<file path="config.mk">
export PLATFORM = sky130hd
export DESIGN_NAME = mac_engine
export DESIGN_NICKNAME = d
export VERILOG_FILES = /design/src/rtl/mac_pkg.sv /design/src/rtl/mac_mul_array.sv /design/src/rtl/mac_mul_stage.sv /design/src/rtl/mac_acc_stage.sv /design/src/rtl/mac_engine.sv
export SDC_FILE = /design/constraint.sdc
export NUM_CORES = 2
export LEC_CHECK = 0
export ABC_AREA = 1
export BUFFER_PORTS_ARGS = -buffer_cell sky130_fd_sc_hd__buf_2
export CAP_MARGIN = 10
export CELL_PAD_IN_SITES_DETAIL_PLACEMENT = 0
export CELL_PAD_IN_SITES_GLOBAL_PLACEMENT = 1
export CORE_ASPECT_RATIO = 1.75
export CORE_MARGIN = 10
export CORE_UTILIZATION = 35
export CTS_BUF_LIST = sky130_fd_sc_hd__clkbuf_4 sky130_fd_sc_hd__clkbuf_8
export CTS_CLUSTER_SIZE = 25
export DETAILED_ROUTE_END_ITERATION = 6
export PLACE_DENSITY_LB_ADDON = 0.1
export SLEW_MARGIN = 20
export SYNTH_ARGS = -nofsm -noshare
export SYNTH_HDL_FRONTEND = slang
export SYNTH_SLANG_ARGS = --single-unit
</file>
<file path="constraint.sdc">
create_clock -name clk -period 12.2 [get_ports clk]
set_clock_uncertainty 0.05 [all_clocks]
set_input_delay 1.83 -clock clk [delete_from_list [all_inputs] [get_ports clk]]
set_output_delay 1.83 -clock clk [all_outputs]
set_load 0.01 [all_outputs]
</file>
<file path="src/rtl/mac_pkg.sv">
package mac_pkg;

    typedef enum logic [1:0] {
        FMT_UNS  = 2'd0,
        FMT_SGN  = 2'd1,
        FMT_FRAC = 2'd2,
        FMT_RSV  = 2'd3
    } mac_fmt_e;

    typedef enum logic [1:0] {
        OPC_LOAD = 2'd0,
        OPC_ADD  = 2'd1,
        OPC_SUB  = 2'd2,
        OPC_RSV  = 2'd3
    } mac_opc_e;

endpackage

</file>
<file path="src/rtl/mac_mul_array.sv">
// Signed (HALF_W+1) x (HALF_W+1) multiplier array. Each operand is
// extended by one bit, as a sign or as zero, so that one array serves
// the signed and the unsigned formats.
module mac_mul_array #(
    parameter int HALF_W = 16,
    localparam int PW    = 2 * HALF_W + 1
) (
    input  logic [HALF_W-1:0] a,
    input  logic [HALF_W-1:0] b,
    input  logic              a_sgn,
    input  logic              b_sgn,
    output logic [PW-1:0]     p
);
    logic signed [HALF_W:0] ax;
    logic signed [HALF_W:0] bx;
    logic signed [PW-1:0]   prod;

    always_comb begin
        ax   = {a_sgn & a[HALF_W-1], a};
        bx   = {b_sgn & b[HALF_W-1], b};
        prod = ax * bx;
        p    = prod;
    end
endmodule

</file>
<file path="src/rtl/mac_mul_stage.sv">
// Pipeline stages one and two: operand capture, then product.
// A wide operation stays in stage one for two passes.
module mac_mul_stage
    import mac_pkg::*;
#(
    parameter int HALF_W = 16,
    localparam int W     = 2 * HALF_W
) (
    input  logic         clk,
    input  logic         rst_n,
    input  logic         in_fire,
    input  logic         in_wide,
    input  logic [1:0]   in_fmt,
    input  logic [1:0]   in_opc,
    input  logic         in_sat,
    input  logic [W-1:0] in_a,
    input  logic [W-1:0] in_b,
    output logic         busy,
    output logic         out_valid,
    output mac_opc_e     out_opc,
    output logic         out_sat,
    output logic         out_fsat,
    output logic [W:0]   out_prod
);
    typedef struct packed {
        logic         v;
        logic         wide;
        mac_fmt_e     fmt;
        mac_opc_e     opc;
        logic         sat;
        logic         pass;
        logic [W-1:0] a;
        logic [W-1:0] b;
        logic [W-1:0] part;
    } s1_t;

    typedef struct packed {
        logic     v;
        mac_opc_e opc;
        logic     sat;
        logic     fsat;
        logic [W:0] prod;
    } s2_t;

    typedef struct packed {
        s1_t s1;
        s2_t s2;
    } st_t;

    st_t st_d, st_q;

    logic [HALF_W-1:0] arr_a, arr_b;
    logic              arr_as, arr_bs;
    logic [W:0]        arr_p;
    logic [HALF_W-1:0] cross_lo;
    logic [HALF_W-1:0] cross_sum;
    logic [W-1:0]      wide_lo;
    logic              frac_min;
    logic [W:0]        nar_prod;
    logic              nar_fsat;

    // Array operand selection: pass 1 of a wide op uses the upper half of a.
    always_comb begin
        arr_a  = st_q.s1.a[HALF_W-1:0];
        arr_b  = st_q.s1.b[HALF_W-1:0];
        arr_as = (st_q.s1.fmt != FMT_UNS) && !st_q.s1.wide;
        arr_bs = (st_q.s1.fmt != FMT_UNS) && !st_q.s1.wide;
        if (st_q.s1.wide && st_q.s1.pass) begin
            arr_a = st_q.s1.a[W-1:HALF_W];
        end
    end

    mac_mul_array #(.HALF_W(HALF_W)) u_array (
        .a     (arr_a),
        .b     (arr_b),
        .a_sgn (arr_as),
        .b_sgn (arr_bs),
        .p     (arr_p)
    );

    // Only the low half of the second cross term reaches the low 32 bits.
    assign cross_lo = st_q.s1.a[HALF_W-1:0] * st_q.s1.b[W-1:HALF_W];

    always_comb begin
        st_d      = st_q;
        st_d.s2.v = 1'b0;

        frac_min  = (st_q.s1.a[HALF_W-1:0] == {1'b1, {(HALF_W-1){1'b0}}}) &&
                    (st_q.s1.b[HALF_W-1:0] == {1'b1, {(HALF_W-1){1'b0}}});

        nar_fsat  = 1'b0;
        if (st_q.s1.fmt == FMT_FRAC) begin
            if (frac_min) begin
                nar_prod = {2'b00, {(W-1){1'b1}}};
                nar_fsat = 1'b1;
            end else begin
                nar_prod = {arr_p[W-1:0], 1'b0};
            end
        end else begin
            nar_prod = arr_p;
        end

        cross_sum = arr_p[HALF_W-1:0] + cross_lo;
        wide_lo   = st_q.s1.part + {cross_sum, {HALF_W{1'b0}}};

        if (st_q.s1.v) begin
            if (st_q.s1.wide && !st_q.s1.pass) begin
                st_d.s1.pass = 1'b1;
                st_d.s1.part = arr_p[W-1:0];
            end else begin
                st_d.s2.v   = 1'b1;
                st_d.s2.opc = st_q.s1.opc;
                st_d.s2.sat = st_q.s1.sat;
                if (st_q.s1.wide) begin
                    st_d.s2.prod = {wide_lo[W-1], wide_lo};
                    st_d.s2.fsat = 1'b0;
                end else begin
                    st_d.s2.prod = nar_prod;
                    st_d.s2.fsat = nar_fsat;
                end
                st_d.s1.v = 1'b0;
            end
        end

        if (in_fire) begin
            st_d.s1.v    = 1'b1;
            st_d.s1.wide = in_wide;
            st_d.s1.fmt  = mac_fmt_e'(in_fmt);
            st_d.s1.opc  = mac_opc_e'(in_opc);
            st_d.s1.sat  = in_sat;
            st_d.s1.pass = 1'b0;
            st_d.s1.a    = in_a;
            st_d.s1.b    = in_b;
        end
    end

    always_ff @(posedge clk) begin
        if (!rst_n) begin
            st_q <= '0;
        end else begin
            st_q <= st_d;
        end
    end

    assign busy      = st_q.s1.v && st_q.s1.wide && !st_q.s1.pass;
    assign out_valid = st_q.s2.v;
    assign out_opc   = st_q.s2.opc;
    assign out_sat   = st_q.s2.sat;
    assign out_fsat  = st_q.s2.fsat;
    assign out_prod  = st_q.s2.prod;

    // the stall for a wide op lasts a single cycle
    p_busy_once_r6: assert property (@(posedge clk) disable iff (!rst_n)
        busy |=> !busy);

    // nothing is accepted while the array is on its first wide pass
    p_no_fire_busy_r12: assert property (@(posedge clk) disable iff (!rst_n)
        busy |-> !in_fire);
endmodule

</file>
<file path="src/rtl/mac_acc_stage.sv">
// Pipeline stage three: accumulator update, overflow, load port.
module mac_acc_stage
    import mac_pkg::*;
#(
    parameter int ACC_W = 32,
    localparam int XW   = ACC_W + 2
) (
    input  logic             clk,
    input  logic             rst_n,
    input  logic             in_valid,
    input  mac_opc_e         in_opc,
    input  logic             in_sat,
    input  logic             in_fsat,
    input  logic [ACC_W:0]   in_prod,
    input  logic             ld_en,
    input  logic [ACC_W-1:0] ld_data,
    output logic [ACC_W-1:0] acc,
    output logic             ovf,
    output logic             res_valid
);
    localparam logic [ACC_W-1:0] MAXV = {1'b0, {(ACC_W-1){1'b1}}};
    localparam logic [ACC_W-1:0] MINV = {1'b1, {(ACC_W-1){1'b0}}};

    typedef struct packed {
        logic [ACC_W-1:0] acc;
        logic             ovf;
        logic             rv;
    } st_t;

    st_t st_d, st_q;

    logic [ACC_W-1:0] base;
    logic             ovf_base;
    logic [XW-1:0]    base_x;
    logic [XW-1:0]    prod_x;
    logic [XW-1:0]    sum;
    logic             ovf_now;
    logic [ACC_W-1:0] result;

    always_comb begin
        // a coincident load is ordered ahead of the retiring operation
        base     = ld_en ? ld_data : st_q.acc;
        ovf_base = ld_en ? 1'b0 : st_q.ovf;
        base_x   = {{2{base[ACC_W-1]}}, base};
        prod_x   = {in_prod[ACC_W], in_prod};

        case (in_opc)
            OPC_ADD: sum = base_x + prod_x;
            OPC_SUB: sum = base_x - prod_x;
            default: sum = prod_x;
        endcase

        ovf_now = !((sum[XW-1:ACC_W-1] == '0) || (sum[XW-1:ACC_W-1] == '1));

        if (ovf_now && in_sat) begin
            result = sum[XW-1] ? MINV : MAXV;
        end else begin
            result = sum[ACC_W-1:0];
        end

        st_d    = st_q;
        st_d.rv = 1'b0;
        if (in_valid) begin
            st_d.acc = result;
            st_d.ovf = ovf_base | ovf_now | in_fsat;
            st_d.rv  = 1'b1;
        end else if (ld_en) begin
            st_d.acc = ld_data;
            st_d.ovf = 1'b0;
        end
    end

    always_ff @(posedge clk) begin
        if (!rst_n) begin
            st_q <= '0;
        end else begin
            st_q <= st_d;
        end
    end

    assign acc       = st_q.acc;
    assign ovf       = st_q.ovf;
    assign res_valid = st_q.rv;

    // the flag only falls through the load port
    p_sticky_r8: assert property (@(posedge clk) disable iff (!rst_n)
        (st_q.ovf && !ld_en) |=> st_q.ovf);

    // a load with no retiring op lands unchanged and clears the flag
    p_load_r9: assert property (@(posedge clk) disable iff (!rst_n)
        (ld_en && !in_valid) |=> (st_q.acc == $past(ld_data)) && !st_q.ovf);

    // a saturating op that overflows leaves a limit value
    p_clamp_r7: assert property (@(posedge clk) disable iff (!rst_n)
        (in_valid && in_sat && ovf_now) |=>
            ((st_q.acc == MAXV) || (st_q.acc == MINV)) && st_q.ovf);

    // the accumulator only moves on a retire or a load
    p_acc_hold_r1: assert property (@(posedge clk) disable iff (!rst_n)
        (!in_valid && !ld_en) |=> $stable(st_q.acc) && !st_q.rv);
endmodule

</file>
<file path="src/rtl/mac_engine.sv">
module mac_engine
    import mac_pkg::*;
#(
    parameter int HALF_W = 16,
    localparam int ACC_W = 2 * HALF_W
) (
    input  logic             clk,
    input  logic             rst_n,
    input  logic             issue_valid,
    output logic             issue_ready,
    input  logic             op_wide,
    input  logic [1:0]       op_fmt,
    input  logic [1:0]       op_code,
    input  logic             sat_mode,
    input  logic [ACC_W-1:0] opa,
    input  logic [ACC_W-1:0] opb,
    input  logic             acc_wr_en,
    input  logic [ACC_W-1:0] acc_wr_data,
    output logic [ACC_W-1:0] acc_out,
    output logic             ovf_flag,
    output logic             res_valid
);
    logic             fire;
    logic             busy;
    logic             m_valid;
    mac_opc_e         m_opc;
    logic             m_sat;
    logic             m_fsat;
    logic [ACC_W:0]   m_prod;

    assign issue_ready = !busy;
    assign fire        = issue_valid && issue_ready;

    mac_mul_stage #(.HALF_W(HALF_W)) u_mul (
        .clk       (clk),
        .rst_n     (rst_n),
        .in_fire   (fire),
        .in_wide   (op_wide),
        .in_fmt    (op_fmt),
        .in_opc    (op_code),
        .in_sat    (sat_mode),
        .in_a      (opa),
        .in_b      (opb),
        .busy      (busy),
        .out_valid (m_valid),
        .out_opc   (m_opc),
        .out_sat   (m_sat),
        .out_fsat  (m_fsat),
        .out_prod  (m_prod)
    );

    mac_acc_stage #(.ACC_W(ACC_W)) u_acc (
        .clk       (clk),
        .rst_n     (rst_n),
        .in_valid  (m_valid),
        .in_opc    (m_opc),
        .in_sat    (m_sat),
        .in_fsat   (m_fsat),
        .in_prod   (m_prod),
        .ld_en     (acc_wr_en),
        .ld_data   (acc_wr_data),
        .acc       (acc_out),
        .ovf       (ovf_flag),
        .res_valid (res_valid)
    );

    // narrow issue retires three cycles later
    p_lat_narrow_r1: assert property (@(posedge clk) disable iff (!rst_n)
        (fire && !op_wide) |-> ##3 res_valid);

    // wide issue retires four cycles later
    p_lat_wide_r6: assert property (@(posedge clk) disable iff (!rst_n)
        (fire && op_wide) |-> ##4 res_valid);

    // the handshake drops right after a wide acceptance
    p_stall_r6: assert property (@(posedge clk) disable iff (!rst_n)
        (fire && op_wide) |=> !issue_ready);

    // the fractional -1 x -1 case raises the flag when it retires
    p_frac_flag_r4: assert property (@(posedge clk) disable iff (!rst_n)
        (fire && !op_wide && (op_fmt == 2'd2) &&
         (opa[HALF_W-1:0] == {1'b1, {(HALF_W-1){1'b0}}}) &&
         (opb[HALF_W-1:0] == {1'b1, {(HALF_W-1){1'b0}}})) |-> ##3 ovf_flag);
endmodule

</file>
* Word-level counts from Yosys, hierarchy flattened
Index checks and enable logic that the tools add are counted.
Operators by class: multiply operators 2, $add $sub $neg 4, reduce and logical (&&, ||, !) cells 20, bitwise operators 6, equal/unequal tests 6, mux-type cells 20
Operators with widths (count):
- $mux 33 | 4
- $mux 32 | 3
- $mux 72 | 1
- $pmux 34 s2 | 1
- $mux 38 | 1
- $add 32x33->34 | 1
- $mux 34 | 1
- $sub 32x33->34 | 1
- $mul 17x17->33 | 1
- $add 32x32->32 | 1
- $eq 16x16->1 const B | 2
- $add 16x16->16 | 1
- $mul 16x16->16 | 1
- $mux 16 | 1
- $logic_and 1x1->1 | 8
- $mux 1 | 8
- $reduce_and 2->1 | 3
- $eq 2x2->1 const B | 2
- $logic_not 1->1 | 4
- $reduce_bool 2->1 | 2
- $eq 3x3->1 const B | 1
- $logic_not 3->1 | 1
- $and 1x1->1 | 2
- $eq 2x1->1 const B | 1
- other kinds (4) | 6
Storage, ports and cells: bits in registers 176, output and inout bits 35, logic and storage cells 75, input port bits 106

* Longest topological paths before layout
depth in word-level cells 9, mapped depth 52, gate-level depth less buffers 51

* Modules after synthesis
A second synthesis with hierarchy kept.
Unflattened totals: cell total of the unflattened synthesis 3929, area, all modules 27735.4 um2
Modules (own cells, without submodules):
- mac_mul_array | area an instance 11484.8 um2, instances 1, cells each 1512, seq. area each 0.0 um2
- mac_mul_stage | area an instance 11409.7 um2, instances 1, cells each 1583, seq. area each 2842.7 um2
- mac_acc_stage | area an instance 4827.1 um2, instances 1, cells each 831, seq. area each 680.7 um2
- mac_engine | area an instance 13.8 um2, instances 1, cells each 3, seq. area each 0.0 um2

* Worst setup path before layout
OpenSTA, ideal clock, no wires.
kind reg2reg, start register u_mul.st_q[140] (netlist bit), end register u_mul.st_q, in the netlist u_mul.out_prod[31], data arrival time 9464 ps, clock period less this slack 9623 ps, path slack 2577 ps, data required time 12041 ps, setup time 109 ps, path buffers 2, cell stages (with the launch flop) 47, cells stage by stage dfxtp_1 > nand2_1 > inv_1 > clkbuf_1 > or2_2 > o21ai_0 > clkbuf_1 > nor2_1 > fa_1 > fa_1 > ha_1 > fa_1 > inv_1 > fa_1 > fa_1 > inv_1 > ha_1 > a21oi_1 > [... 11 more ...] > ha_1 > nand2_1 > nor3_1 > a21oi_1 > o21ai_0 > xor2_1 > inv_1 > ha_1 > inv_1 > nor3_1 > a211oi_1 > nand2_1 > a31oi_1 > nand3_1 > nand3_1 > nand3_1 > nand2_1 > inv_1
On the way: longest elaborated chain between the ends 7, elaborated cells between the ends (all ways) 15
Ends and longest elaborated chain:
- from (decl) | RTL line mac_mul_stage.sv:50 | st_t st_d, st_q;
- from (signal assigned) | RTL line mac_mul_stage.sv:141 | st_q <= st_d;
- branches (longest 7 deep; another with $mul 17x17->33)
Several ways; the timed one is not identified. A chain may end at the register's enable or synchronous reset.

* Worst setup path after layout
start register u_mul.st_q[134] (netlist bit), end register u_mul.st_q, in the netlist u_mul.out_prod[31]
On the way: longest elaborated chain between the ends 7, elaborated cells between the ends (all ways) 13
Ends and longest elaborated chain:
- branches (longest 7 deep; another with $mul 17x17->33)
Several ways; the timed one is not identified.

==> out/results.txt <==
RSZ-0062 raised after global routing: no
largest net degree at the start of global routing: 73
Critical Path RT: 12.64 ns
# Max-Cap Violations: 0
total length of routed wires: 102000 um
P_leak: 14.0 nW
Final period util: 87.8%
WP buf/inv: 12
TNS Setup: 0 ns
xor/xnor share of the synthesized area: 3.30%
Clock Path Buffers: 2
CTS tree: built
worst min-delay path category: register to register
post-synthesis mux area share: 0%
main flop type after synthesis: dfxtp_1
Layout Nets: 4392
CP arrival: 11.14 ns
Crit-path slowest cell: fa_1
routed len/inst: 21.5 um
combinational share of power: 72.0%
Sw Ratio: 55.9%
Register Area: 3520 um^2
Mapped Area: 26600 um^2
number of flops mapped to enable cells by yosys: 0
layout cells sized above 1: 8.53%
Final setup viols: 0
input/output buffers: 140
Net Sw Power: 2.31 mW
Initial Util: 35.3%
Syn Inst Count: 3644
1st-pass router iterations: 7
vias: 23200
mean post-synth cell area: 7.29 um^2
leading cell type in the layout, fill and taps excluded: inv_1
total routing usage reported by global routing: 23.3%
CP Capture Type: register
Synth Area in Adders: 37.8%
first-pass GRT wire length: 153000 um
CP Max Fanout: 13
vias in the first global route: 24900
post-route ant nets: 0
Post-synth ARST share: 0%
final hold viol count: 0
Worst path max stage delay: 0.55 ns
DR vias/cell: 4.90
Simple-Gate Fraction of Synth Area: 20.7%
GRT overflow: 0
syn nets: 4321
Row Count: 133
Slew headroom: 30.7%
minimum clock period: 10.71 ns
GPL Wtd Cong: 0.972
CTS Buf Count: 17
startpoint types: register
flops & latches, synth: 176
main combinational cell family by area after synthesis: adder cells
CTS root buf: clkbuf_8
filler cell count: 8375
worst setup path category: register to register
Die W: 228 um
H-tree depth: 4
post-cts resize count: 0
post-CTS setup buffers: 0
most frequent CP cell: inv_1
DP HPWL: 86800 um
Clock transition at path regs: 0.13 ns
Clk Latency, worst-skew pair: 0.60 ns
num ports: 141
compound-gate portion of the synthesized area: 11.8%
# hold bufs at CTS: 0
initial antenna violation count: 1
register area share after synthesis: 13.3%
placed cell area: 28300 um^2
sequential share of power: 16.7%
fin. max-slew vios: 0
Slew @ Worst Pin: 1.03 ns
status: finished, final reports clean
CORE AREA: 75200 um^2
area grow syn2layout: 8.23%
DR iter-0 viols: 1061
die footprint: 87700 um^2
yosys warns: 0
VDD IR-drop max: 0.0000927 V
CP delay by family, top: adder cells
FMAX: 93.4 MHz
Netlist cell types: 55
Post-Layout Inst Area: 28700 um^2
chip height: 384 um
PD cells: 144 nW/um^2
cell-internal power: 1.82 mW
Final Util: 38.2%
Clock Power Share: 11.2%
most frequent cells in the layout: 746 x inv_1, 730 x nand2_1, 385 x fa_1
# clock sinks: 176
Residual DRC: 0
area of the multi-input gates: 19600 um^2
==> synthesized netlist by cell type (2+ instances only) <==
| master | instances | area share (%) |
|---|---|---|
| a211oi_1 | 2 | 0.057 |
| a21boi_0 | 2 | 0.057 |
| a21boi_1 | 2 | 0.057 |
| a21o_1 | 4 | 0.11 |
| a21oi_1 | 160 | 3.0 |
| a21oi_2 | 32 | 1.1 |
| a221oi_1 | 6 | 0.20 |
| a31oi_1 | 32 | 0.75 |
| buf_12 | 3 | 0.23 |
| buf_2 | 12 | 0.23 |
| buf_4 | 3 | 0.085 |
| clkbuf_1 | 121 | 1.7 |
| clkinv_1 | 14 | 0.20 |
| dfxtp_1 | 176 | 13 |
| fa_1 | 385 | 29 |
| ha_1 | 186 | 8.8 |
| inv_1 | 747 | 11 |
| inv_2 | 6 | 0.085 |
| nand2_1 | 730 | 10 |
| nand2_2 | 12 | 0.28 |
| nand3_1 | 127 | 2.4 |
| nand3_2 | 6 | 0.23 |
| nand3b_1 | 5 | 0.14 |
| nand4_1 | 17 | 0.40 |
| nor2_1 | 384 | 5.4 |
| nor2_2 | 3 | 0.071 |
| nor3_1 | 18 | 0.34 |
| nor3_2 | 4 | 0.15 |
| nor4_1 | 7 | 0.16 |
| o211ai_1 | 24 | 0.68 |
| o21a_1 | 5 | 0.14 |
| o21ai_0 | 237 | 4.5 |
| o21ai_1 | 12 | 0.23 |
| o21bai_1 | 8 | 0.23 |
| o221ai_1 | 12 | 0.40 |
| o22ai_1 | 5 | 0.12 |
| o31ai_1 | 2 | 0.057 |
| or2_2 | 18 | 0.42 |
| xnor2_1 | 36 | 1.2 |
| xor2_1 | 64 | 2.1 |
==> worst paths after layout <==
path | startpoint | to | slack (ns) | cells after the start
max | u_mul.st_q[134] | u_mul.out_prod[31] | 1.49 | 50
min | u_mul.out_opc[0] | u_mul.out_opc[0] | 0.43 | 2
max reg2reg | u_mul.st_q[134] | u_mul.out_prod[31] | 1.49 | 50
min reg2reg | u_mul.out_opc[0] | u_mul.out_opc[0] | 0.43 | 2
==> kinds of logic (layout without fill, tap and decap cells) <==
kind of cell             after synthesis  count (layout)
other                                  0               1
AO/OA/AOI/OAI                        550             550
XOR/XNOR                             100             100
AND/OR/NAND/NOR                     1339            1339
flip-flops                           176             176
buffers and inverters                908             992
adder cells (fa/ha/maj)              571             571
==> power groups by stage <==
stage	Clock, mW	Sequential [mW]	Combinational (mW)
final	0.464	0.693	2.98
after global routing	0.498	0.698	3.37
after CTS	0.487	0.692	3.01
after detailed placement	0	0.706	3.00
after global placement	0	0.706	3.00
after floorplan	0	0.666	2.12
==> flip-flops by register name, summed over array words and instances (netlist names) <==
signal / cells
u_acc.acc: 32
u_acc.ovf: 1
u_acc.res_valid: 1
u_mul.arr_b: 16
u_mul.out_fsat: 1
u_mul.out_opc: 2
u_mul.out_prod: 33
u_mul.out_sat: 1
u_mul.out_valid: 1
u_mul.st_q: 88
==> metal layers <==
layer / track usage [%] / part of all wire [%]
met5: 0 / 0
met4: 14.7 / 6.8
met2: 47.0 / 57
met1: 21.8 / 34
met3: 2.31 / 2.5
==> per-stage QoR <==
step / worst slack, ns / total power [mW] / instances / hold WS (ns)
2_1_floorplan: 2.58 / 2.79 / 3644 / 0.385
3_3_place_gp: 1.60 / 3.71 / 4708 / 0.410
3_5_place_dp: 1.50 / 3.70 / 4708 / 0.414
4_1_cts: 1.47 / 4.19 / 4740 / 0.429
5_1_grt: 0.834 / 4.57 / 4741 / 0.472
6_report: 1.49 / 4.14 / 4741 / 0.427
==> layout make-up <==
type,instances,area share (%)
diodes,1,0.00871
clock buffers,19,0.888
clock inverters,13,0.540
inverters,768,10.0
multi-input cells,2560,68.1
flip-flops and latches,176,12.3
well taps,1012,4.41
repair buffers,192,3.80
==> worst min-delay path, stage by stage, from the launching register on <==
cell and delay (ns):
dfxtp_1 0.31, inv_1 0.07, a21oi_1 0.06
Power figures use the tool's default switching activity.
